--- src/rtl/uvRomPkg.sv ---
package uvRomPkg;
  // Strobes from control to datapath, valid for one clock.
  typedef struct packed {
    logic wrWord;   // commit old AND progData at addr
    logic wipeAll;  // set every word to all ones
  } romStrobe_t;
endpackage

--- src/rtl/uvRomControl.sv ---
module uvRomControl
  import uvRomPkg::*;
#(
  parameter int DATA_W = 8,
  parameter int ERASE_LIMIT = 4
) (
  input  logic              clk,
  input  logic              rstN,
  input  logic              chipEn,
  input  logic              idMode,
  input  logic              progReq,
  input  logic              eraseReq,
  input  logic [DATA_W-1:0] progData,
  input  logic [DATA_W-1:0] curWord,
  output romStrobe_t        strobe,
  output logic              progError,
  output logic              wornOut
);
  localparam int CNT_W = $clog2(ERASE_LIMIT + 1);
  localparam logic [CNT_W-1:0] LIMIT = CNT_W'(ERASE_LIMIT);

  logic [CNT_W-1:0] eraseCnt;
  logic accept, doErase, tryProg, needsSet;

  assign accept   = chipEn && !idMode;
  assign doErase  = accept && eraseReq;
  assign tryProg  = accept && progReq && !eraseReq;
  assign needsSet = |(progData & ~curWord);

  always_comb begin
    strobe.wipeAll = doErase;
    strobe.wrWord  = tryProg && !needsSet;
  end

  always_ff @(posedge clk) begin
    if (!rstN) begin
      eraseCnt  <= '0;
      progError <= 1'b0;
      wornOut   <= 1'b0;
    end else begin
      if (tryProg && needsSet) progError <= 1'b1;
      if (doErase) begin
        if (eraseCnt != LIMIT) eraseCnt <= eraseCnt + 1'b1;
        if (eraseCnt + 1'b1 >= LIMIT) wornOut <= 1'b1;
      end
    end
  end
endmodule

--- config.mk ---
export PLATFORM = sky130hd
export DESIGN_NAME = uvRomControl
export DESIGN_NICKNAME = d
export VERILOG_FILES = /design/src/rtl/uvRomPkg.sv /design/src/rtl/uvRomControl.sv
export SDC_FILE = /design/constraint.sdc
export NUM_CORES = 1
export LEC_CHECK = 0
export CORE_AREA = 10 10 47 49
export CTS_CLUSTER_SIZE = 28
export DETAILED_ROUTE_END_ITERATION = 8
export DIE_AREA = 0 0 57 59
export PLACE_DENSITY_LB_ADDON = 0.12
export RECOVER_POWER = 50
export SLEW_MARGIN = 20
export SYNTH_ARGS = -nofsm -noshare
export SYNTH_HDL_FRONTEND = slang
export SYNTH_SLANG_ARGS = --single-unit
--- constraint.sdc ---
create_clock -name clk -period 1.4 [get_ports clk]
set_input_delay 0.14 -clock clk [delete_from_list [all_inputs] [get_ports clk]]
set_output_delay 0.14 -clock clk [all_outputs]
set_load 0.1 [all_outputs]
==> flow_summary.yaml, run 1 <==
placement:
  hpwl_um: 922
  port_buffers: 25
  dpl.cell_count: 82
  placed_area_sq_um: 649
  gp_congestion: 0.701
worst_setup_path:
  worstPathArrival_ns: 1.22
  crit_chain: "buf_2 -> inv_2 -> o22ai_2 -> or4_4 -> nor2_4 -> buf_12"
  timing.rr.start: "eraseCnt[0]"
  reg2reg_depth: 6
  cp_top_family: "simple AND/OR/NAND/NOR gates"
  cp.depth: 6
  worstPathRequired_ns: 1.26
  startpoint: "progData[2]"
  max_stage_delay_ns: 0.53
  worst-path-buf-inv: 3
  r2r_setup_slack_ns: 0.31
  crit_path_max_fanout: 2
  cpMaxStageDelayCell: "or4_4"
  cp-end-kind: "output port"
  worstSetupPathType: "primary input to output port"
  setup.worst_path.start_class: "primary input"
clock_network:
  cts_setup_buffers: 0
  numCtsBuffers: 3
  cts_root_buffer: "clkbuf_4"
  cts_buffer_depth: 2
  clk_pin_slew_ns: 0.04
  cts_tree: "yes"
  postCtsHoldBufs: 0
  cts_sinks: 5
  clkLatencyLatePin_ns: 0.23
  cts-htree-levels: 1
drt:
  drtAntennaViolNets: 0
  wl_per_cell_um: 11.6
  drt_iter0_markers: 6
  drc: 0
  viasPerCell: 4.23
  dr_total_vias: 364
  first_pass_iters: 2
  routed_wirelength_um: 1000
timing:
  clock_skew_ns: 0.000849
  setup_viol: 0
  worstMarginPinSlew_ns: 0.556
  rsz0062_at_grt: "no"
  fin_crit_sh: 0.973
  max_freq_mhz: 734
  drv_slew: 0
  setup_tns_ns: 0
  min_period_ns: 1.36
  whs_ns: 0.367
  maxSlewHeadroom: 0.631
  final_hold_viol_count: 0
global_routing:
  overflow: 0
  grt_max_degree: 7
  grt_usage: 0.0619
  grt_pass1_wl_um: 1610
  grt_pass1_vias: 378
  antenna_found_initial: 0
cells_and_area:
  postLayoutCellArea_sq_um: 604
  drive_above_1_share: 0.414
  area_growth_pct: 87.9
  final_cells: 86
  diodes: 0
  nets: 95
synth:
  synth_common_cells: "inv_1 (11), dfxtp_1 (5), nor2_1 (4), o22ai_1 (4)"
  postSynth.asyncResetShare: 0
  seq_area_frac_synth: 0.311
  synth_top_area_share: 0.311
  netlist_top_cells_area: "dfxtp_1 (31%), inv_1 (13%), ha_1 (7.8%)"
  synth_area_per_cell_sq_um: 7.48
  ys_ff_latch: 5
  syn_inst: 43
  syn_nets: 67
  synth_edf_count: 0
  synth.distinct_cells: 18
  netlist_area_sq_um: 322
  synth_top_flop_cell: "dfxtp_1"
  yosysWarnings: 0
  yosysTopAreaCell: "dfxtp_1"
  synth_most_common_cell: "inv_1"
die:
  dieArea_sq_um: 3360
  num_rows: 14
  core_area_sq_um: 1400
  die_y_um: 59
  start_util: 0.229
  ios: 26
  die_w_um: 57
flow_run:
  maxCapViolCount: 0
pwr:
  ir_drop_v: 0.000316
  power.density_nw_per_um2: 695
  leakage_nw: 0.299
  finalPower_w: 0.000420
hold_path:
  hold-path-cell-count: 4
  holdCritPathClass: "primary input to flip-flop"
  hold_path_startpoint: "curWord[5]"
outcome:
  status: "finished, final reports clean"
[final timing paths]
path                      end
hold reg to reg     progError
hold / removal      progError
setup reg to reg  eraseCnt[0]
setup / recovery    strobe[1]
[routing by layer]
layer  share of wire  up-vias  track usage  routed length [um]
met3            0.11        0       0.0536                 107
met4               0        0       0.0201                   0
met5               0        -            0                   0
li1                -      195            -                   -
met2            0.45       15       0.0868                 447
met1            0.45      154       0.0667                 445
[logic make-up after synthesis]
kind of cell / share of synthesized area
xor gates and xnor gates: 0.0545
adders and majority gates: 0.0778
and+or+nand+nor: 0.241
DFF: 0.311
AOI/OAI and AO/OA: 0.152
buffers and inverters: 0.163
[cell type report]
cell class	count	area [sq um]
inverter	11	56.3
tap	16	20.0
multi-input combinational	25	195
sequential	5	100
timing repair buffer	25	206
clock buffer	4	26.3
fill	155	797
[cells in the final DEF, fill, tap and decap left out, types with 3 or more instances in the layout]
| cell type | Yosys | routed |
|---|---|---|
| clkbuf_2 | 0 | 9 |
| inv_1 | 11 | 7 |
| clkdlybuf4s50_1 | 0 | 5 |
| clkbuf_4 | 0 | 3 |
| o22ai_2 | 0 | 3 |
| a21oi_1 | 3 | 3 |
| buf_2 | 0 | 4 |
| nand2_1 | 3 | 3 |
| dfxtp_1 | 5 | 5 |
| nor2_1 | 4 | 3 |
[sequential cells by signal, summed over array words and instances (netlist names)]
name and flops:
progError 1, wornOut 1, eraseCnt 3
[what timing repair did]
action / in CTS / in global routing
pin swaps: 5 / 3
hold endpoints to repair: 0 / 0
gates resized for setup: 32 / 22
endpoints found under the setup margin: 1 / 1
[report_power, final]
part / internal [W] / switching (W)
combinational: 0.0000601 / 0.0000520
sequential: 0.000146 / 0.00000191
clock: 0.000107 / 0.0000522
[through the flow]
| stage | utilization | setup WS [ns] |
|---|---|---|
| after CTS | 0.468 | 0.000612 |
| after floorplan | - | -0.0148 |
| after global routing | 0.431 | 0.0116 |
| final | 0.431 | 0.0375 |
| after global placement | 0.463 | -0.389 |
| after detailed placement | 0.463 | -0.390 |
[worst reg2reg max path: cells and delay by family, from the launching register on]
kind,cells,cell delay (ns)
DFF,1,0.33
and+or+nand+nor,3,0.21
adders and majority gates,1,0.21
xor gates and xnor gates,1,0.15
buffers and inverters,1,0.07
Power figures use the tool's default switching activity.
==> run 2: changes to the inputs <==
==> constraint.sdc (replaced) <==
create_clock -name clk -period 1.1 [get_ports clk]
set_input_delay 0.11 -clock clk [delete_from_list [all_inputs] [get_ports clk]]
set_output_delay 0.11 -clock clk [all_outputs]
set_load 0.1 [all_outputs]
==> run 2 against run 1 <==
Effect of this change: the flow now finishes with violations (setup timing); worst setup slack worse by 0.20 ns; die area unchanged; first-iteration DRC count down 67%; utilization up 5.0 points; combinational power up 43%; design area up 12%; global-route usage about the same; clock skew up 0.0015 ns; critical path depth unchanged; critical path type unchanged; largest cell class unchanged.
==> flow_summary.yaml, run 2 (synthesis results as in run 1) <==
outcome:
  status: "complete, but fails checks"
  failed_checks: "setup timing"
drt:
  drtAntennaViolNets: 0
  first_pass_iters: 3
  routed_wirelength_um: 1020
  drt_iter0_markers: 2
  wl_per_cell_um: 11.6
  dr_total_vias: 389
  viasPerCell: 4.42
  drc: 0
flow_run:
  maxCapViolCount: 0
worst_setup_path:
  worstPathRequired_ns: 0.99
  timing.rr.start: "eraseCnt[0]"
  crit_path_max_fanout: 2
  r2r_setup_slack_ns: 0.09
  worstSetupPathType: "primary input to output port"
  cpMaxStageDelayCell: "or4_4"
  reg2reg_depth: 4
  startpoint: "progData[1]"
  setup.worst_path.start_class: "primary input"
  worstPathArrival_ns: 1.15
  crit_chain: "buf_6 -> inv_2 -> o22ai_2 -> or4_4 -> nor2_4 -> buf_12"
  cp-end-kind: "output port"
  max_stage_delay_ns: 0.55
  rr_endpoint: "wornOut"
cells_and_area:
  final_common_cell: "buf_2"
  final_cells: 88
  nets: 97
  final_cell_mix: "buf_2 (8), inv_2 (5), buf_6 (5)"
  largestRegisters: "eraseCnt x3, progError x1, wornOut x1"
  diodes: 0
  post-route-util: 0.481
  area_growth_pct: 110
  largest_register: "eraseCnt"
  drive_above_1_share: 0.597
  largest_register_ff_count: 3
die:
  die_y_um: 59
  num_rows: 14
  dieArea_sq_um: 3360
  start_util: 0.229
  ios: 26
  core_area_sq_um: 1400
  die_w_um: 57
clock_network:
  clk_pin_slew_ns: 0.04
  postCtsHoldBufs: 0
  cts_tree: "yes"
  numCtsBuffers: 3
  cts-htree-levels: 1
  cts_buffer_depth: 2
  cts_root_buffer: "clkbuf_4"
  clkLatencyLatePin_ns: 0.24
  cts_sinks: 5
placement:
  port_buffers: 25
  dpl.cell_count: 84
  gp_congestion: 0.703
  hpwl_um: 911
pwr:
  finalPower_w: 0.000567
  ir_drop_v: 0.000645
  power.density_nw_per_um2: 840
  leakage_nw: 0.332
timing:
  worstMarginPinSlew_ns: 0.305
  setup_viol: 1
  min_period_ns: 1.26
  setup_tns_ns: -0.159
  max_freq_mhz: 794
  maxSlewHeadroom: 0.798
  worst_slack_ns: -0.159
  final_hold_viol_count: 0
  rsz0062_at_grt: "yes"
  fin_crit_sh: 1.14
  clock_skew_ns: 0.00240
  drv_slew: 0
global_routing:
  grt_usage: 0.0618
  grt_pass1_vias: 409
  antenna_found_initial: 0
  grt_max_degree: 6
  overflow: 0
  grt_pass1_wl_um: 1610
hold_path:
  hold-path-cell-count: 5
  holdCritPathClass: "primary input to flip-flop"
  min_to: "progError"
  hold_path_startpoint: "progData[6]"
-- run 2: changes by cell type in the layout (fill, tap and decap cells not counted), moves of 3 or more --
| cell | delta |
|---|---|
| dfxtp_1 | -4 |
| buf_6 | +3 |
| clkbuf_2 | -9 |
| inv_2 | +3 |
| inv_1 | -3 |
| clkdlybuf4s50_1 | -3 |
| buf_2 | +4 |
| buf_4 | +3 |
| dfxtp_2 | +4 |
| dlygate4sd2_1 | +3 |
-- run 2: routing by layer --
| layer | routed length, um | vias up | GRT usage |
|---|---|---|---|
| li1 | - | 200 | - |
| met1 | 443 | 172 | 0.0570 |
| met2 | 454 | 17 | 0.0930 |
| met3 | 126 | 0 | 0.0687 |
| met4 | 0 | 0 | 0.0101 |
| met5 | 0 | - | 0 |
-- run 2: how the worst max path moves through the flow --
stage           endpoint
6_report       strobe[1]
3_5_place_dp   strobe[1]
3_3_place_gp   strobe[1]
4_1_cts        strobe[1]
2_1_floorplan  strobe[1]
5_1_grt        strobe[1]
-- run 2: cell type report --
cell class                 count  area [sq um]
tap                           16          20.0
sequential                     5           105
inverter                      11          56.3
clock buffer                   4          26.3
multi-input combinational     25           233
timing repair buffer          27           234
fill                         151           727
-- run 2: stage by stage --
stage / hold WS [ns] / instance area, sq um / worst slack, ns
after CTS: 0.345 / 667 / -0.173
after floorplan: 0.249 / 353 / -0.255
after global placement: 0.473 / 667 / -0.628
after detailed placement: 0.468 / 667 / -0.646
final: 0.326 / 674 / -0.159
after global routing: 0.349 / 674 / -0.198
-- run 2: repair_timing --
action / 4_1_cts / 5_1_grt
gates cloned: 0 / 0
pin swaps: 6 / 2
buffers inserted: 1 / 0
gates resized for setup: 57 / 11
setup endpoints to repair: 3 / 4
-- run 2: worst max-delay path: cells and delay by family --
kind            cells  cell delay (ns)
buf+inv             3             0.31
compound gates      1             0.06
simple gates        2             0.67
-- run 2: where the power goes --
part           internal [W]  total (W)  switching [W]
registers          0.000187   0.000189     0.00000262
logic             0.0000876   0.000160      0.0000722
clock network      0.000137   0.000218      0.0000801
total              0.000412   0.000567       0.000155
